--- config.mk ---
export PLATFORM = sky130hd
export DESIGN_NAME = utopia_cell_tx
export DESIGN_NICKNAME = d
export VERILOG_FILES = /design/src/rtl/utx_pkg.sv /design/src/rtl/utx_cell_buf.sv /design/src/rtl/utx_byte_pos.sv /design/src/rtl/utx_mphy_sel.sv /design/src/rtl/utopia_cell_tx.sv
export SDC_FILE = /design/constraint.sdc
export NUM_CORES = 1
export LEC_CHECK = 0
export BUFFER_PORTS_ARGS = -buffer_cell sky130_fd_sc_hd__buf_2
export CORE_ASPECT_RATIO = 0.5
export CORE_MARGIN = 2
export CORE_UTILIZATION = 40
export CTS_BUF_LIST = sky130_fd_sc_hd__clkbuf_8
export DETAILED_ROUTE_END_ITERATION = 10
export GPL_TIMING_DRIVEN = 0
export RECOVER_POWER = 100
export SLEW_MARGIN = 5
export SYNTH_ARGS = -nofsm -noshare
export SYNTH_HDL_FRONTEND = slang
export SYNTH_SLANG_ARGS = --single-unit
--- constraint.sdc ---
create_clock -name clk -period 2.9 [get_ports clk]
set_input_delay 0.87 -clock clk [delete_from_list [all_inputs] [get_ports clk]]
set_output_delay 0.87 -clock clk [all_outputs]
set_load 0.01 [all_outputs]
--- src/rtl/utx_pkg.sv ---
package utx_pkg;
  typedef enum logic {
    ROLE_ATM = 1'b0,
    ROLE_PHY = 1'b1
  } role_e;

  typedef enum logic {
    SUB_SINGLE = 1'b0,
    SUB_MULTI  = 1'b1
  } sub_e;
endpackage

--- src/rtl/utx_cell_buf.sv ---
module utx_cell_buf #(
  parameter int DATA_W     = 8,
  parameter int CELL_BYTES = 53,
  localparam int IDX_W     = $clog2(CELL_BYTES)
) (
  input  logic              clk,
  input  logic              rst_n,
  input  logic              in_valid_i,
  input  logic [DATA_W-1:0] in_data_i,
  output logic              in_ready_o,
  input  logic [IDX_W-1:0]  rd_idx_i,
  output logic [DATA_W-1:0] rd_data_o,
  output logic              full_o,
  input  logic              release_i
);
  localparam logic [IDX_W-1:0] LAST_IDX = IDX_W'(CELL_BYTES - 1);

  logic [DATA_W-1:0] store [CELL_BYTES];
  logic [IDX_W-1:0]  wr_ptr_q;
  logic              full_q;
  logic              wr_fire;

  assign in_ready_o = !full_q;
  assign wr_fire    = in_valid_i && !full_q;
  assign full_o     = full_q;
  assign rd_data_o  = store[rd_idx_i];

  always_ff @(posedge clk) begin
    if (wr_fire) store[wr_ptr_q] <= in_data_i;
  end

  always_ff @(posedge clk or negedge rst_n) begin
    if (!rst_n) begin
      wr_ptr_q <= '0;
      full_q   <= 1'b0;
    end else if (release_i) begin
      wr_ptr_q <= '0;
      full_q   <= 1'b0;
    end else if (wr_fire) begin
      if (wr_ptr_q == LAST_IDX) begin
        wr_ptr_q <= '0;
        full_q   <= 1'b1;
      end else begin
        wr_ptr_q <= wr_ptr_q + 1'b1;
      end
    end
  end
endmodule

--- src/rtl/utx_byte_pos.sv ---
module utx_byte_pos #(
  parameter int CELL_BYTES = 53,
  localparam int IDX_W     = $clog2(CELL_BYTES)
) (
  input  logic             clk,
  input  logic             rst_n,
  input  logic             advance_i,
  output logic [IDX_W-1:0] pos_o,
  output logic             first_o,
  output logic             last_o
);
  localparam logic [IDX_W-1:0] LAST_POS = IDX_W'(CELL_BYTES - 1);

  logic [IDX_W-1:0] pos_q;

  always_ff @(posedge clk or negedge rst_n) begin
    if (!rst_n) begin
      pos_q <= '0;
    end else if (advance_i) begin
      pos_q <= (pos_q == LAST_POS) ? '0 : pos_q + 1'b1;
    end
  end

  assign pos_o   = pos_q;
  assign first_o = (pos_q == '0);
  assign last_o  = (pos_q == LAST_POS);
endmodule

--- src/rtl/utx_mphy_sel.sv ---
module utx_mphy_sel #(
  parameter int ADDR_W = 5
) (
  input  logic              clk,
  input  logic              rst_n,
  input  logic              enb_n_i,
  input  logic [ADDR_W-1:0] addr_i,
  input  logic [ADDR_W-1:0] local_i,
  input  logic              end_cell_i,
  output logic              sel_o,
  output logic              poll_hit_o
);
  logic en_prev_q;
  logic match_q;
  logic sel_q;
  logic open_edge;

  assign open_edge  = en_prev_q && !enb_n_i;
  assign sel_o      = open_edge ? match_q : sel_q;
  assign poll_hit_o = match_q;

  always_ff @(posedge clk or negedge rst_n) begin
    if (!rst_n) begin
      en_prev_q <= 1'b1;
      match_q   <= 1'b0;
      sel_q     <= 1'b0;
    end else begin
      en_prev_q <= enb_n_i;
      match_q   <= (addr_i == local_i);
      if (end_cell_i)     sel_q <= 1'b0;
      else if (open_edge) sel_q <= match_q;
    end
  end
endmodule

--- src/rtl/utopia_cell_tx.sv ---
module utopia_cell_tx
  import utx_pkg::*;
#(
  parameter int DATA_W     = 8,
  parameter int CELL_BYTES = 53,
  parameter int ADDR_W     = 5
) (
  input  logic              clk,
  input  logic              rst_n,
  input  logic              role_phy_i,
  input  logic              mphy_i,
  input  logic [ADDR_W-1:0] local_addr_i,
  input  logic [ADDR_W-1:0] bus_addr_i,
  input  logic              src_valid_i,
  input  logic [DATA_W-1:0] src_data_i,
  output logic              src_ready_o,
  output logic [DATA_W-1:0] bus_data_o,
  output logic              bus_data_oe_o,
  output logic              bus_soc_o,
  output logic              bus_soc_oe_o,
  input  logic              enb_n_i,
  output logic              enb_n_o,
  output logic              enb_n_oe_o,
  input  logic              clav_i,
  output logic              clav_o,
  output logic              clav_oe_o
);
  localparam int IDX_W = $clog2(CELL_BYTES);

  role_e             role;
  sub_e              sub;
  logic              full;
  logic [IDX_W-1:0]  pos;
  logic              pos_first;
  logic              pos_last;
  logic [DATA_W-1:0] rd_byte;
  logic              sel;
  logic              poll_hit;
  logic              atm_adv;
  logic              phy_adv;
  logic              adv;
  logic              end_cell;
  logic              sending_q;
  logic              drv_q;
  logic              soc_q;
  logic              en_n_q;
  logic [DATA_W-1:0] data_q;

  assign role = role_e'(role_phy_i);
  assign sub  = sub_e'(mphy_i);

  utx_cell_buf #(
    .DATA_W    (DATA_W),
    .CELL_BYTES(CELL_BYTES)
  ) u_buf (
    .clk       (clk),
    .rst_n     (rst_n),
    .in_valid_i(src_valid_i),
    .in_data_i (src_data_i),
    .in_ready_o(src_ready_o),
    .rd_idx_i  (pos),
    .rd_data_o (rd_byte),
    .full_o    (full),
    .release_i (end_cell)
  );

  utx_byte_pos #(
    .CELL_BYTES(CELL_BYTES)
  ) u_pos (
    .clk      (clk),
    .rst_n    (rst_n),
    .advance_i(adv),
    .pos_o    (pos),
    .first_o  (pos_first),
    .last_o   (pos_last)
  );

  utx_mphy_sel #(
    .ADDR_W(ADDR_W)
  ) u_sel (
    .clk       (clk),
    .rst_n     (rst_n),
    .enb_n_i   (enb_n_i),
    .addr_i    (bus_addr_i),
    .local_i   (local_addr_i),
    .end_cell_i(end_cell),
    .sel_o     (sel),
    .poll_hit_o(poll_hit)
  );

  // ATM role: start on cell-available with a full cell, then run to the end
  assign atm_adv = full && (sending_q || clav_i);
  // PHY role: one byte per sampled-low read enable while a cell is held
  assign phy_adv = !enb_n_i && full && ((sub == SUB_MULTI) ? sel : 1'b1);

  always_comb begin
    unique case (role)
      ROLE_ATM: adv = atm_adv;
      ROLE_PHY: adv = phy_adv;
      default:  adv = 1'b0;
    endcase
  end

  assign end_cell = adv && pos_last;

  always_ff @(posedge clk or negedge rst_n) begin
    if (!rst_n) begin
      sending_q <= 1'b0;
      drv_q     <= 1'b0;
      soc_q     <= 1'b0;
      en_n_q    <= 1'b1;
      data_q    <= '0;
    end else begin
      sending_q <= (role == ROLE_ATM) && atm_adv && !pos_last;
      drv_q     <= adv;
      soc_q     <= adv && pos_first;
      en_n_q    <= !((role == ROLE_ATM) && adv);
      data_q    <= adv ? rd_byte : '0;
    end
  end

  assign bus_data_o    = data_q;
  assign bus_soc_o     = soc_q;
  assign bus_data_oe_o = (role == ROLE_ATM) || drv_q;
  assign bus_soc_oe_o  = (role == ROLE_ATM) || drv_q;
  assign enb_n_o       = en_n_q;
  assign enb_n_oe_o    = (role == ROLE_ATM);
  assign clav_o        = full;
  assign clav_oe_o     = (role == ROLE_PHY) && ((sub == SUB_SINGLE) || poll_hit);
endmodule

; After elaboration in Yosys (flattened, before gate mapping)
; Memories as Yosys holds them, arrays and structs flattened.
; Cells that the tools add are included.
[classes]
n_addsub = 2
eq_ne = 3
n_mux = 14
bitwise_logic = 2
n_reduce_logical = 22
[ops]
columns = cell, count
row1 = two-way mux 6 bit, 4
row2 = "adder 6 x 1 -> 6 bit, second input constant", 2
row3 = "equality test 6 bit, second input constant", 2
row4 = logical AND 1 bit, 11
row5 = two-way mux 1 bit, 8
row6 = two-way mux 8 bit, 1
row7 = zero test 6 bit, 1
row8 = equality test 5 bit, 1
row9 = zero test 1 bit, 4
row10 = nonzero test 2 bit, 2
row11 = logical OR 1 bit, 3
row12 = NOT 1 bit, 2
row13 = one-hot mux 1 bit (2 select lines), 1
row14 = AND reduction 2 bit, 1
[word_totals]
register_bits = 28
ramBits = 424
input_bits = 25
output_inout_bits = 16
elab_cells = 55
memories = 1
[memory_table]
columns = name, words, word_bits, rd, rd_ports_with_merged_regs, write_ports, line
row1 = u_buf.store, 53, 8, 1, 0, 1, utx_cell_buf.sv:18  ; logic [DATA_W-1:0] store [CELL_BYTES];

; Depth between registers and ports, before layout
[depth]
word_depth = 9
depth_mapped = 10
ltp_nobuf = 7

; Cells and area by module
; From an unflattened synthesis, not the netlist that was laid out.
[hier_totals]
hier_cells = 908
hier_area_um2 = 18083.6
[modules_own_cells]
columns = mod, n_inst, cells_per_inst, area_each_um2, seq_area_each_um2
row1 = utx_cell_buf, 1, 797, 16884.9, 12907.4
row2 = utopia_cell_tx, 1, 60, 689.4, 301.5
row3 = utx_byte_pos, 1, 38, 344.1, 150.1
row4 = utx_mphy_sel, 1, 13, 165.2, 76.3

; Worst setup path after synthesis
; OpenSTA, ideal clock, no wires.
[synth_path]
path_type = input-to-reg
start = input src_valid_i
end = memory u_buf.store[26][0], enable pin
setup_ns = 0.383
t_arrival_ns = 2.041
required_time_ns = 2.517
path_slack_ns = 0.475
path_stages = 4
n_path_buf = 1
path_cell_list = nor2b_1 -> clkbuf_1 -> nand3_1 -> nor3_1
[synth_via]
elab_chain_cells = 3
[synth_lines]
columns = element, line
row1 = "start, declared", utopia_cell_tx.sv:14  ; input logic src_valid_i,
row2 = logical AND 1 bit, utx_cell_buf.sv:24  ; assign wr_fire = in_valid_i && !full_q;
row3 = two-way mux 1 bit, utx_cell_buf.sv:29  ; if (wr_fire) store[wr_ptr_q] <= in_data_i;
row4 = two-way mux 1 bit (not written as such), utx_cell_buf.sv:29
row5 = "end, declared", utx_cell_buf.sv:18
; No other way between the ends.

; Worst setup path in the final report
[layout_path]
start = register u_pos.pos_q[2] (netlist: u_pos.pos_o[2])
end = register data_q[2] (netlist: bus_data_o[2])
[layout_via]
elab_chain_cells = 2
[layout_lines]
columns = element, line
row1 = "start, declared", utx_byte_pos.sv:14  ; logic [IDX_W-1:0] pos_q;
row2 = "start signal, assigned", utx_byte_pos.sv:20  ; pos_q <= (pos_q == LAST_POS) ? '0 : pos_q + 1'b1;
row3 = memory (53 x 8 bit), -
row4 = two-way mux 8 bit, utopia_cell_tx.sv:118  ; data_q <= adv ? rd_byte : '0;
row5 = "end signal, assigned", utopia_cell_tx.sv:118
row6 = "end, declared", utopia_cell_tx.sv:47  ; logic [DATA_W-1:0] data_q;
; No other way between the ends.
; A chain may end at the register's enable or synchronous reset.

==> summary.md <==
| Metric | Value |
|---|---|
| Outcome | complete, but fails checks |
| Failing checks | max-capacitance violations, max-slew violations |
| Top-level port count | 41 |
| CTS max path bufs | 3 |
| CTS Hold Bufs | 0 |
| Crit Path Class | flip-flop to flip-flop |
| Number of distinct standard cells referenced by the synthesized netlist | 54 |
| Final Slew Violations | 83 |
| Share of synthesized area spent on multiplexers | 0.131 |
| Final routed wire length divided by cell count | 24.6 µm |
| Number of endpoints with negative hold slack in the final report | 0 |
| Register-to-register setup slack | 30 ps |
| Clock network latency to the later pin of the worst-skew pair | 610 ps |
| Routed wire length on met2 | 20.1 mm |
| Required time reported for the critical path endpoint | 3340 ps |
| Area contributors post-synth | edfxtp_1 71%, mux4_2 6.9%, mux2i_1 5.4% |
| Top FF cell, synth | edfxtp_1 |
| Count of unresolved DRC violations after routing | 0 |
| Post-route antenna net violation count | 0 |
| Sum of overflow across all layers after global routing | 0 |
| Die width | 304 µm |
| # port buffers | 40 |
| Number of placed instances, taps included | 1635 |
| Cell row count | 54 |
| Layout overhead on the synthesized area | 11.7% |
| Final Total Pwr | 14.6 mW |
| Pin slew with the least headroom to its limit | 2350 ps |
| Synthesized-area fraction occupied by ao, oa, aoi and oai cells | 0.0384 |
| Clock tree from TritonCTS | done |
| Number of standard cells in the layout, taps in and fillers out | 1750 |
| EDFF count, synth | 424 |
| Start point of the worst hold path | enb_n_i |
| H-Tree Level Count | 3 |
| Max Fclk | 349 MHz |
| Part of the total power dissipated in the clock network | 0.319 |
| Largest vdd supply drop | 0.318 mV |
| Num Clock Sinks | 452 |
| Drt first-iter violations | 988 |
| Combinational share of power | 0.166 |
| XOR/XNOR share of the synthesized area | 0.00292 |
| Post-route minimum period | 2870 ps |
| Post-synthesis sequential area ratio | 0.746 |
| Wire length reported by the detailed router | 43.1 mm |
| Setup repair after global routing missed its margin | yes |
| Netlist Area Pre-Place | 18000 µm² |
| Share of post-route cells with drive strength above 1 | 0.183 |
| Worst r2r path cells | 5 |
| Post-Syn Nets | 1036 |
| Adder-cell share of the synthesized area | 0.00278 |
| Synth area leader | edfxtp_1 |
| Final setup vio count | 0 |
| Fraction of synthesized cell area taken by the top area cell type | 0.707 |
| Capturing element type of the critical path | flip-flop |
| Overall Global Routing Usage | 0.186 |
| Most instantiated library cell after synthesis | edfxtp_1 |
| Total number of vias | 9701 |
| Wire length of the first global-routing pass | 63.7 mm |
| Max Cap Viol | 2 |
| Reg2Reg Capture Point | bus_data_o[2] |
| Largest net degree at the start of global routing | 54 |
| Antenna violations before repair | 1 |
| Synthesis-stage register bit count | 452 |
| Global placement routability congestion | 0.929 |
| Largest fanout on the critical path | 10 |
| Design internal power | 10.6 mW |
| Post-CTS setup buffers | 0 |
| Switching part of the total | 0.273 |
| Cell depth of the worst min-delay path | 1 |
| Area of placed instances | 19000 µm² |
| Final Hold Slack | 399 ps |
| Worst Skew | 27.9 ps |
| Leakage | 6.30 nW |
| Highest layer used for signal routing | met4 |
| Register clock-pin slew on the reported worst setup and hold paths | 70 ps |
| Share of synthesized cell area in and, or, nand and nor gates | 0.0553 |
| Reg2Reg Launch Point | u_pos.pos_o[2] |
| Number of standard cells after synthesis | 1007 |
| Tightest Hold Check Type | input pin to flip-flop |
| Most frequent cells after synthesis | 424 x edfxtp_1, 97 x mux2i_1, 70 x nor2_1 |
| Net switching power | 3.99 mW |
| Met3 WL | 3.22 mm |
| Die Y-Extent | 154 µm |
| Die ar. | 46800 µm² |
| Crit path DAT | 3300 ps |
| Via density per instance | 5.54 |
| Number of instances resized during post-cts repair | 2 |
| Root Buffer Master | clkbuf_8 |
| Core Area | 44000 µm² |
| Vias in the first global route | 9936 |
| Number of iterations in the first detailed-routing pass | 7 |
| Met1 wire length | 18.9 mm |
| Asr flop ratio synth | 0.0619 |
| PwrDens | 725 nW/µm² |
| Total of warnings raised by yosys | 0 |
| Effective utilization at floorplan | 0.410 |
| Mapped Avg Cell Area | 17.9 µm² |
| Detailed placement HPWL | 27.4 mm |
| Hold-critical path endpoint | u_sel.en_prev_q |
| Main combinational cell family by area after synthesis | multiplexers |
| Count of nets after finishing | 1146 |
| Post-route design area | 20100 µm² |
| Startpoint type of the worst setup path | flip-flop |
| Cts bufs inserted | 68 |
| Flop pwr share | 0.516 |
| Period utilisation layout | 0.989 |
| Slew margin rel. | -0.569 |
==> through the flow <==
stage / utilization / setup TNS, ps / setup slack (ps)
global route: 0.458 / -2240 / -78.3
finish: 0.458 / 0 / 33.3
global placement: 0.431 / -44320 / -401
detailed placement: 0.431 / -44760 / -329
floorplan: - / 0 / 475
CTS: 0.458 / 0 / 48.9
==> flip-flops by register name, indices dropped and copies added (netlist names) <==
register / cells
u_pos.pos_o: 6
u_buf.store: 424
u_buf.wr_ptr_q: 6
u_sel.poll_hit_o: 1
u_sel.sel_q: 1
sending_q: 1
enb_n_o: 1
bus_soc_o: 1
u_buf.full_o: 1
u_sel.en_prev_q: 1
bus_data_o: 8
drv_q: 1
==> logic make-up (layout without fill, tap and decap cells) <==
logic type,count (synthesis),after routing
buffers and inverters,67,221
muxes,163,163
DFF,452,452
adders and majority gates,4,4
other,0,1
AOI/OAI and AO/OA,104,104
and+or+nand+nor,211,211
xor gates and xnor gates,6,6
==> power by group through the flow <==
stage / Clock (mW) / Combinational, mW / Sequential, mW
floorplan: 0 / 1.62 / 7.62
global placement: 0 / 2.37 / 7.64
detailed placement: 0 / 2.41 / 7.65
CTS: 4.76 / 2.41 / 7.52
global route: 5.03 / 2.58 / 7.54
finish: 4.65 / 2.42 / 7.52
==> routing by layer <==
| metal | up-vias | track usage |
|---|---|---|
| met2 | 364 | 0.294 |
| met3 | 78 | 0.0482 |
| met4 | 0 | 0.0561 |
| met5 | - | 0 |
| li1 | 4209 | - |
| met1 | 5050 | 0.255 |
==> critical path, stage by stage (launching register included) <==
cell,delay [ps]
dfrtp_1,450
clkbuf_1,530
clkbuf_1,590
a21oi_1,160
a2111oi_1,790
nor4b_1,190
==> area by class of cell <==
type,count,area (µm²)
fill,3753,23900
buffer,58,388
clock buffer,72,991
clock inverter,42,173
timing repair buffer,40,178
inverter,9,33.8
sequential,452,13400
tap,588,736
multi-input combinational,488,4190
antenna,1,2.50
==> how the worst max path moves through the flow <==
stage                              start            endpoint  cells past startpoint
final                     u_pos.pos_o[2]       bus_data_o[2]                      5
after global routing        u_buf.full_o  u_buf.store[43][6]                      4
after CTS                 u_pos.pos_o[1]       bus_data_o[5]                      7
after detailed placement     src_valid_i  u_buf.store[47][3]                      5
after global placement       src_valid_i  u_buf.store[26][3]                      5
after floorplan              src_valid_i  u_buf.store[26][0]                      4
==> placed cells by master, fill, tap and decap left out, drive strengths merged, types with 4 or more instances in the layout <==
| master | Yosys | layout |
|---|---|---|
| o21ai | 12 | 12 |
| nor2b | 6 | 6 |
| ha | 4 | 4 |
| a211oi | 9 | 9 |
| nand3b | 4 | 4 |
| inv | 7 | 27 |
| nand2b | 4 | 4 |
| nand2 | 69 | 69 |
| nand3 | 22 | 22 |
| clkinv | 2 | 23 |
| mux4 | 57 | 57 |
| mux2 | 9 | 9 |
| clkbuf | 23 | 123 |
| edfxtp | 424 | 424 |
| a21oi | 36 | 36 |
| a2111oi | 7 | 7 |
| dfrtp | 26 | 26 |
| nand4 | 12 | 12 |
| a22oi | 15 | 15 |
| mux2i | 97 | 97 |
| nor4b | 7 | 7 |
| nor3 | 5 | 5 |
| o22ai | 8 | 8 |
| buf | 35 | 47 |
| o221ai | 8 | 8 |
| nor2 | 70 | 70 |
Note: power is estimated with default switching activity, not from simulation.
